`src/rtl/rxf_pkg.sv`:
```
package rxf_pkg;
    localparam int WORD_W   = 32;
    localparam int WCNT_LSB = 0;
    localparam int WCNT_W   = 5;
endpackage

```
`src/rtl/rxf_word_ram.sv`:
```
module rxf_word_ram #(
    parameter int DEPTH = 32,
    parameter int AW    = $clog2(DEPTH)
) (
    input  logic                      clk,
    input  logic                      we,
    input  logic [AW-1:0]             waddr,
    input  logic [rxf_pkg::WORD_W-1:0] wdata,
    input  logic [AW-1:0]             raddr,
    output logic [rxf_pkg::WORD_W-1:0] rdata
);
    logic [rxf_pkg::WORD_W-1:0] mem_q [DEPTH];

    always_ff @(posedge clk) begin
        if (we) mem_q[waddr] <= wdata;
    end

    assign rdata = mem_q[raddr];
endmodule

```
`src/rtl/rxf_write_ctl.sv`:
```
module rxf_write_ctl #(
    parameter int DEPTH = 32,
    parameter int AW    = $clog2(DEPTH),
    parameter int PW    = AW + 1
) (
    input  logic          clk,
    input  logic          rst_n,
    input  logic          wr_valid,
    input  logic          wr_commit,
    input  logic          wr_abort,
    input  logic [PW-1:0] rptr,
    output logic          ram_we,
    output logic [AW-1:0] ram_waddr,
    output logic          frame_ok,
    output logic          frame_lost
);
    typedef struct packed {
        logic [PW-1:0] tmp;   // provisional write position
        logic [PW-1:0] base;  // end of committed contents
        logic          drop;  // pending frame already lost
    } wst_t;

    wst_t q, d;
    logic [PW-1:0] used;
    logic          full;
    logic          accept;

    assign used      = q.tmp - rptr;
    assign full      = (used == PW'(DEPTH));
    assign ram_waddr = q.tmp[AW-1:0];

    always_comb begin
        d          = q;
        ram_we     = 1'b0;
        frame_ok   = 1'b0;
        frame_lost = 1'b0;
        accept     = wr_valid && !q.drop && !full && !wr_abort;
        if (accept) begin
            ram_we = 1'b1;
            d.tmp  = q.tmp + PW'(1);
        end
        if (wr_valid && !q.drop && full && !wr_abort) d.drop = 1'b1;
        if (wr_abort) begin
            d.tmp  = q.base;
            d.drop = 1'b0;
        end else if (wr_commit) begin
            if (d.drop) begin
                frame_lost = 1'b1;
                d.tmp      = q.base;
                d.drop     = 1'b0;
            end else if (d.tmp != q.base) begin
                frame_ok = 1'b1;
                d.base   = d.tmp;
            end
        end
    end

    always_ff @(posedge clk or negedge rst_n) begin
        if (!rst_n) q <= '0;
        else        q <= d;
    end

    assert_abort_rollback_R5: assert property (@(posedge clk) disable iff (!rst_n)
        wr_abort |=> (q.tmp == q.base));
    assert_no_overwrite_R8: assert property (@(posedge clk) disable iff (!rst_n)
        (q.tmp - rptr) <= PW'(DEPTH));
    assert_lost_not_kept_R8: assert property (@(posedge clk) disable iff (!rst_n)
        frame_lost |-> !frame_ok);
endmodule

```
`src/rtl/rxf_read_ctl.sv`:
```
module rxf_read_ctl #(
    parameter int AW = 5,
    parameter int PW = AW + 1
) (
    input  logic                      clk,
    input  logic                      rst_n,
    input  logic                      rd_req,
    input  logic                      avail,
    input  logic [rxf_pkg::WCNT_W-1:0] wcnt,
    output logic [PW-1:0]             rptr,
    output logic                      frame_done
);
    typedef struct packed {
        logic [PW-1:0]              rptr;
        logic [rxf_pkg::WCNT_W-1:0] left;  // words still to read in this frame
    } rst_t;

    rst_t q, d;
    logic pop;

    assign rptr = q.rptr;

    always_comb begin
        d          = q;
        frame_done = 1'b0;
        pop        = rd_req && avail;
        if (pop) begin
            d.rptr = q.rptr + PW'(1);
            if (q.left == '0) begin
                if (wcnt == '0) frame_done = 1'b1;
                else            d.left     = wcnt;
            end else begin
                d.left = q.left - 1'b1;
                if (q.left == rxf_pkg::WCNT_W'(1)) frame_done = 1'b1;
            end
        end
    end

    always_ff @(posedge clk or negedge rst_n) begin
        if (!rst_n) q <= '0;
        else        q <= d;
    end

    assert_empty_read_ignored_R2: assert property (@(posedge clk) disable iff (!rst_n)
        (rd_req && !avail) |=> $stable(q.rptr));
    assert_frame_boundary_R6: assert property (@(posedge clk) disable iff (!rst_n)
        frame_done |=> (q.left == '0));
endmodule

```
`src/rtl/rxf_status.sv`:
```
module rxf_status #(
    parameter int CW = 6
) (
    input  logic          clk,
    input  logic          rst_n,
    input  logic          frame_ok,
    input  logic          frame_done,
    input  logic          frame_lost,
    input  logic          clr_ovr,
    output logic [CW-1:0] count,
    output logic          overrun
);
    typedef struct packed {
        logic [CW-1:0] count;
        logic          ovr;
    } sst_t;

    sst_t q, d;

    always_comb begin
        d = q;
        if (frame_ok && !frame_done)      d.count = q.count + CW'(1);
        else if (frame_done && !frame_ok) d.count = q.count - CW'(1);
        if (frame_lost)   d.ovr = 1'b1;
        else if (clr_ovr) d.ovr = 1'b0;
    end

    always_ff @(posedge clk or negedge rst_n) begin
        if (!rst_n) q <= '0;
        else        q <= d;
    end

    assign count   = q.count;
    assign overrun = q.ovr;

    assert_ovr_set_R9: assert property (@(posedge clk) disable iff (!rst_n)
        frame_lost |=> q.ovr);
    assert_ovr_clear_R9: assert property (@(posedge clk) disable iff (!rst_n)
        (clr_ovr && !frame_lost) |=> !q.ovr);
    assert_no_underflow_R6: assert property (@(posedge clk) disable iff (!rst_n)
        frame_done |-> (q.count != '0));
    assert_net_zero_R10: assert property (@(posedge clk) disable iff (!rst_n)
        (frame_ok && frame_done) |=> $stable(q.count));
endmodule

```
`src/rtl/rxf_frame_store.sv`:
```
module rxf_frame_store #(
    parameter int DEPTH_WORDS = 32
) (
    input  logic                           clk,
    input  logic                           rst_n,
    input  logic                           wr_valid,
    input  logic [31:0]                    wr_word,
    input  logic                           wr_commit,
    input  logic                           wr_abort,
    input  logic                           rd_req,
    output logic [31:0]                    rd_data,
    input  logic                           clr_overrun,
    output logic [$clog2(DEPTH_WORDS):0]   frame_count,
    output logic                           overrun,
    output logic                           rx_ready
);
    localparam int AW = $clog2(DEPTH_WORDS);
    localparam int PW = AW + 1;

    logic          ram_we;
    logic [AW-1:0] ram_waddr;
    logic [31:0]   ram_rdata;
    logic [PW-1:0] rptr;
    logic          frame_ok, frame_lost, frame_done;
    logic          avail;

    assign avail    = (frame_count != '0);
    assign rx_ready = avail;
    assign rd_data  = avail ? ram_rdata : '0;

    rxf_word_ram #(.DEPTH(DEPTH_WORDS), .AW(AW)) u_ram (
        .clk   (clk),
        .we    (ram_we),
        .waddr (ram_waddr),
        .wdata (wr_word),
        .raddr (rptr[AW-1:0]),
        .rdata (ram_rdata)
    );

    rxf_write_ctl #(.DEPTH(DEPTH_WORDS), .AW(AW), .PW(PW)) u_wr (
        .clk        (clk),
        .rst_n      (rst_n),
        .wr_valid   (wr_valid),
        .wr_commit  (wr_commit),
        .wr_abort   (wr_abort),
        .rptr       (rptr),
        .ram_we     (ram_we),
        .ram_waddr  (ram_waddr),
        .frame_ok   (frame_ok),
        .frame_lost (frame_lost)
    );

    rxf_read_ctl #(.AW(AW), .PW(PW)) u_rd (
        .clk        (clk),
        .rst_n      (rst_n),
        .rd_req     (rd_req),
        .avail      (avail),
        .wcnt       (ram_rdata[rxf_pkg::WCNT_LSB +: rxf_pkg::WCNT_W]),
        .rptr       (rptr),
        .frame_done (frame_done)
    );

    rxf_status #(.CW(PW)) u_st (
        .clk        (clk),
        .rst_n      (rst_n),
        .frame_ok   (frame_ok),
        .frame_done (frame_done),
        .frame_lost (frame_lost),
        .clr_ovr    (clr_overrun),
        .count      (frame_count),
        .overrun    (overrun)
    );
endmodule

```
`config.mk`:
```
export PLATFORM = sky130hd
export DESIGN_NAME = rxf_frame_store
export DESIGN_NICKNAME = d
export VERILOG_FILES = /design/src/rtl/rxf_pkg.sv /design/src/rtl/rxf_word_ram.sv /design/src/rtl/rxf_write_ctl.sv /design/src/rtl/rxf_read_ctl.sv /design/src/rtl/rxf_status.sv /design/src/rtl/rxf_frame_store.sv
export SDC_FILE = /design/constraint.sdc
export NUM_CORES = 1
export LEC_CHECK = 0
export ABC_CLOCK_PERIOD_IN_PS = 5950
export BUFFER_PORTS_ARGS = -buffer_cell sky130_fd_sc_hd__buf_4
export CORE_UTILIZATION = 30
export DETAILED_ROUTE_END_ITERATION = 8
export PLACE_DENSITY = 0.43
export SETUP_SLACK_MARGIN = 0.02
export SYNTH_ARGS = -nofsm -noshare
export SYNTH_HDL_FRONTEND = slang
export SYNTH_HIERARCHICAL = 1
export SYNTH_SLANG_ARGS = --single-unit
```
`constraint.sdc`:
```
create_clock -name clk -period 5.95 [get_ports clk]
set_input_delay 0.595 -clock clk [delete_from_list [all_inputs] [get_ports clk]]
set_output_delay 0.595 -clock clk [all_outputs]
set_load 0.01 [all_outputs]
```
* After elaboration in Yosys (flattened, before gate mapping)
Memories as Yosys holds them, arrays and structs flattened. Index checks and enable logic that the tools add are counted.
Cells by class: $add $sub $neg 6, eq/ne operators 4, muxes and demuxes 29, bitwise logic cells 2, reduce and logical (&&, ||, !) cells 20
Operator list (number):
- $mux 6 | 7
- $mux 32 | 1
- $add 6x1->6 const B | 3
- $mux 1 | 18
- $mux 13 | 1
- $logic_not 5->1 | 2
- $mux 5 | 2
- $logic_and 1x1->1 | 8
- $eq 6x6->1 const B | 1
- $ne 6x6->1 | 1
- $reduce_bool 6->1 | 1
- $sub 6x1->6 const B | 1
- $sub 6x6->6 | 1
- $eq 5x1->1 const B | 1
- $logic_not 1->1 | 5
- $sub 5x1->5 const B | 1
- $reduce_and 4->1 | 1
- $reduce_bool 2->1 | 2
- $ne 2x2->1 const B | 1
- $not 1->1 | 2
- $reduce_and 2->1 | 1
Storage, ports and cells: register bits after elaboration 31, bits in writable memories 1024, bits of input ports 39, output and inout bits 40, logic and storage cells 69, memories 1
Memory list:
- u_ram.mem_q | depth 32, bits a word 32, rd ports 1, clocked after memory_dff 0, wr ports 1, line rxf_word_ram.sv:12 | logic [rxf_pkg::WORD_W-1:0] mem_q [DEPTH];

* Logic depth before layout (Yosys ltp)
depth in word-level cells 15, mapped depth 21, depth with buffers taken out 17

* Hierarchy
Netlist, hierarchy kept.
Modules (own cells, without submodules):
- rxf_word_ram | instances 1, cells each 2228, area an instance 39844.5 sq um, seq. area each 30749.5 sq um
- rxf_write_ctl | instances 1, cells each 98, area an instance 1062.3 sq um, seq. area each 325.3 sq um
- rxf_read_ctl | instances 1, cells each 68, area an instance 695.7 sq um, seq. area each 275.3 sq um
- rxf_status | instances 1, cells each 46, area an instance 485.5 sq um, seq. area each 175.2 sq um
- rxf_frame_store | instances 1, cells each 41, area an instance 295.3 sq um, seq. area each 0.0 sq um

* Worst setup path after synthesis
OpenSTA, ideal clock, no wires.
path kind reg-to-reg, from register u_rd.q, in the netlist u_rd/rptr[0], to register u_st.q, in the netlist u_st/count[5], data arrival time 3887 ps, slack 1937 ps, stages on the path, launching flop included 22, buffers on the path 5, clock period less this slack 4013 ps, cells stage by stage dfrtp_1 buf_4 buf_4 buf_6 buf_4 buf_4 mux2i_1 nand2_1 nand3_1 nand3_1 or4_4 nor2_4 mux2i_1 nor3b_1 inv_1 ha_1 inv_1 ha_1 a211oi_2 or3b_1 nand4_1 a221o_1
Between the ends: elaborated cells between the ends (all ways) 25, those cells by class add/sub (1); eq/ne (2); mux (10); reduce/logical (11); memory (1)
RTL lines:
- start: declaration | line rxf_read_ctl.sv:18 | rst_t q, d;
- start signal: assignment | line rxf_read_ctl.sv:40 | if (!rst_n) q <= '0;
- start signal: assignment | line rxf_read_ctl.sv:41 | else q <= d;
- $mem_v2 32x32 *
- net ram_rdata[2] | line rxf_frame_store.sv:22 | logic [31:0] ram_rdata;
- $logic_not 5->1 * | line rxf_read_ctl.sv:30 | if (wcnt == '0) frame_done = 1'b1;
- $mux 1 * | line rxf_read_ctl.sv:30
- $mux 1 * | line rxf_read_ctl.sv:29 | if (q.left == '0) begin
- $mux 1 * | line rxf_read_ctl.sv:27 | if (pop) begin
- net frame_done | line rxf_frame_store.sv:24 | logic frame_ok, frame_lost, frame_done;
- $logic_not 1->1 | line rxf_status.sv:22 | if (frame_ok && !frame_done) d.count = q.count + CW'(1);
- $logic_and 1x1->1 | line rxf_status.sv:22
- $mux 6 / $reduce_bool 2->1 (equally long branches)
- end signal: assignment | line rxf_status.sv:29 | if (!rst_n) q <= '0;
- end signal: assignment | line rxf_status.sv:30 | else q <= d;
- end: declaration | line rxf_status.sv:18 | sst_t q, d;
The timed path passes the listed nets; every way through them passes the cells marked *. A chain may end at the register's enable or synchronous reset.

* Worst setup path after layout
from register u_rd.q, in the netlist u_rd/rptr[0], to output port rd_data[9]
Between the ends: cells in the longest elaborated chain, start to end 2
RTL lines:
- $mem_v2 32x32
- net ram_rdata[9] | line rxf_frame_store.sv:22
- $mux 32 | line rxf_frame_store.sv:29 | assign rd_data = avail ? ram_rdata : '0;
- end: declaration | line rxf_frame_store.sv:11 | output logic [31:0] rd_data,
The timed path passes the listed nets, and every way through them passes these cells.

==> reports/qor.yml <==
outcome: "completed"
place_worst_setup_slack_ns: 1.22
synth_simple_gate_area_share: 0.0392
setup_slack_ns: 0.527
grt_first_pass_wirelength_mm: 170
routed_via_density: 4.95
synth.avg_cell_area_um2: 17.1
firstDrtPassIters: 5
post-cts-setup-buffers: 0
drt_iter0_drc: 1557
synth_async_sr_flop_share: 0.0294
drv_slew: 0
uppermost_layer_routed: "met5"
power.share.combinational: 0.316
post-route-min-period_ns: 5.42
area.growth.synth_to_final_pct: 15.9
globalRoute.totalOverflow: 0
cts.sink_count: 1055
mappedNetlistNets: 2536
setup.worst_path.start_class: "flop"
pwr-share-seq: 0.377
worstSetupEndpointType: "primary output"
crit_path_arrival_time_ns: 4.83
latest_clock_arrival_within_the_worst_skew_pair_ns: 0.73
yosys.area_share.adder: 0.00490
share_of_post_route_cells_with_drive_strength_above_1: 0.144
unrepaired_setup_endpoints_after_global_routing: "false"
tritoncts.num_buffers: 111
synth_cells: 2481
dr_total_vias: 22600
yosysWarnings: 6
clock_tree.buffer_depth: 3
core_mm2: 0.140
synth_top_family_by_area: "multiplexers"
cts.reportedPaths.clkPinSlew_ns: 0.06
cts_h_tree_depth: 3
floorplan.initialDensity: 0.303
clock_network_power_share: 0.308
yosys-mux-area-fraction: 0.126
power-per-cell-area_mw_per_mm2: 467
internal_power_uw: 15300
ys_seq_area_frac: 0.744
place.port_buffers: 78
number_of_enable_flip_flop_cells_after_synthesis: 1024
fin_nets: 2656
drc: 0
die_width_um: 378
ys_seq_elements: 1055
place_hpwl_mm: 62.7
biggest_area_consumer_among_synthesized_cells: "edfxtp_1"
crit_chain: "buf_4 > buf_4 > buf_4 > mux2i_1 > a21oi_1 > nand3_1 > nand3_1 > a21boi_0 > buf_4"
crit_path_max_incr_delay_ns: 0.82
place.gp.congestion: 0.732
drt.antenna.violating_nets: 0
portion_of_synthesized_cell_area_occupied_by_the_leading_cell_type: 0.726
synthesis.area_mm2: 0.0424
setup_viol_count_final: 0
placementRows: 137
tritoncts: "built"
yosys-top-cells-area: "edfxtp_1, mux2i_1, dfrtp_1"
wl_met3_mm: 4.91
wl_met2_mm: 60.5
cts-root-buf: "clkbuf_16"
die-height_um: 378
hold_viol: 0
detail_route.wl_per_cell_um: 26.7
globalRouteTotalUtil: 0.169
critPathRequiredTime_ns: 5.36
p_leak_uw: 0.0169
drv_cap: 0
grt_max_degree: 136
worst_pin_slew_ns: 1.16
number_of_antenna_violations_at_the_first_check_in_global_routing: 3
die-area_mm2: 0.143
setup_total_negative_slack_ns: 0
synth_compound_area_frac: 0.0591
synth_xor_area_frac: 0.00534
switching_share: 0.333
max_freq_mhz: 184
cpMaxStageDelayCell: "buf_4"
grt_pass1_vias: 22600
power.net_switching_uw: 7630
synth_cell_types: 69
timing_worst_setup_path_type: "reg -> out"
slew_headroom: 0.224
fillCellCount: 13200
finalWirelength_mm: 122
worst_clock_skew_ns: 0.0328
final.period_utilization: 0.911
met1_wirelength_mm: 54.4
primary_ff_master_synth: "edfxtp_1"
hold_class: "in -> reg"
count_of_boundary_i_o_pins: 79
maximum_fanout_encountered_on_the_critical_timing_path: 56
ir_drop_v: 0.000298
crit_path_frequent_cell: "buf_4"
[cells by family (layout without fill, tap and decap cells)]
| kind of cell | count (synthesis) | after routing |
|---|---|---|
| simple gates | 342 | 342 |
| buf+inv | 157 | 364 |
| mux | 530 | 530 |
| compound gates | 356 | 356 |
| flops | 1055 | 1055 |
| fa+ha+maj | 16 | 16 |
| xor+xnor | 25 | 25 |
| other cells | 0 | 2 |
[critical path: cells and delay by family (launching register included)]
| family | cells | cell delay [ns] |
|---|---|---|
| buf+inv | 4 | 2.24 |
| flops | 1 | 0.66 |
| mux | 1 | 0.16 |
| simple gates | 2 | 0.29 |
| compound gates | 2 | 0.64 |
[layer usage]
| metal | GRT usage | vias up |
|---|---|---|
| met5 | 0 | - |
| met4 | 0.0414 | 2 |
| met3 | 0.0270 | 131 |
| met2 | 0.289 | 456 |
| met1 | 0.224 | 12000 |
| li1 | - | 10000 |
[flip-flops by register name (all words and copies together) (netlist names)]
| name | count |
|---|---|
| u_ram/mem_q | 1024 |
| u_rd/q | 5 |
| u_rd/rptr | 6 |
| u_st/count | 6 |
| u_st/overrun | 1 |
| u_wr/q | 8 |
| u_wr/ram_waddr | 5 |
[layout make-up]
class	count	area (um2)	area share
inverters	10	37.5	0.000764
clock buffers	128	2860	0.0583
multi-input cells	1269	10200	0.208
diodes	2	5.00	0.000102
clock inverters	72	858	0.0175
repair buffers	154	1250	0.0254
flip-flops and latches	1055	31500	0.642
well taps	1876	2350	0.0478
[cells in the mapped netlist (all sizes together) (3+ instances only)]
master and number:
and2 4, clkbuf 54, xnor2 18, a22oi 97, or3b 4, nand2b 5
o21ai 5, a22o 65, nand3b 6, a21oi 101, nor3 39, dfrtp 31
and3 5, nand4 3, nor3b 3, o211ai 8, a21boi 32, mux2i 515
nor2b 5, edfxtp 1024, nor2 43, xor2 7, ha 15, nand3 103
buf 93, inv 10, a21o 3, a31oi 33, mux2 15, nand2 113
[final timing paths]
| path | depth (start not counted) | from | end | slack [ns] |
|---|---|---|---|---|
| setup / recovery | 9 | u_rd/rptr[0]$_DFFE_PN0P_ | rd_data[9] | 0.53 |
| hold / removal | 2 | wr_abort | u_wr/q[0]$_DFF_PN0_ | 0.07 |
| setup reg to reg | 18 | u_rd/rptr[0]$_DFFE_PN0P_ | u_st/count[5]$_DFFE_PN0P_ | 1.16 |
| hold reg to reg | 1 | u_st/overrun$_DFFE_PN0P_ | u_st/overrun$_DFFE_PN0P_ | 0.48 |
| max in group asynchronous | 2 | rst_n | u_rd/rptr[0]$_DFFE_PN0P_ | 5.24 |
| min in group asynchronous | 2 | rst_n | u_wr/q[0]$_DFF_PN0_ | 0.37 |
[power by group through the flow]
stage                     logic, uW  clock network [uW]  registers [uW]
final                          7240                7050            8640
after global routing           7770                7500            8670
after CTS                      7370                7240            8640
after detailed placement       7350                   0            8800
after global placement         7310                   0            8780
after floorplan                4840                   0            8700
[through the flow]
step | hold WS, ns | util | instance area [um2] | cells | power, uW
2_1_floorplan | 0.299 | - | 42400 | 2481 | 13500
3_3_place_gp | 0.465 | 0.324 | 45400 | 4362 | 16100
3_5_place_dp | 0.473 | 0.324 | 45400 | 4362 | 16100
4_1_cts | 0.00234 | 0.351 | 49100 | 4564 | 23300
5_1_grt | 0.0511 | 0.351 | 49100 | 4566 | 23900
6_report | 0.0671 | 0.351 | 49100 | 4566 | 22900
[timing repair]
action / CTS / global route
endpoints found under the hold margin: 32 / 0
hold buffers: 2 / 0
resized for setup: 0 / 0
[cell usage in the layout, fill, tap and decap left out, types with 8 or more instances in the layout]
master / count
clkinv_1: 23
edfxtp_1: 1024
nor2_1: 8
nand3_1: 101
clkinv_2: 18
nor2_4: 35
a31oi_1: 33
mux2i_1: 514
a21oi_1: 101
dfrtp_1: 30
mux2_2: 10
buf_4: 145
nor3_1: 39
a22oi_1: 97
xnor2_1: 17
a22o_1: 64
clkbuf_1: 16
bufinv_16: 16
clkbuf_16: 112
a21boi_0: 31
ha_1: 15
inv_1: 10
nand2_1: 112
Power figures use the tool's default switching activity.
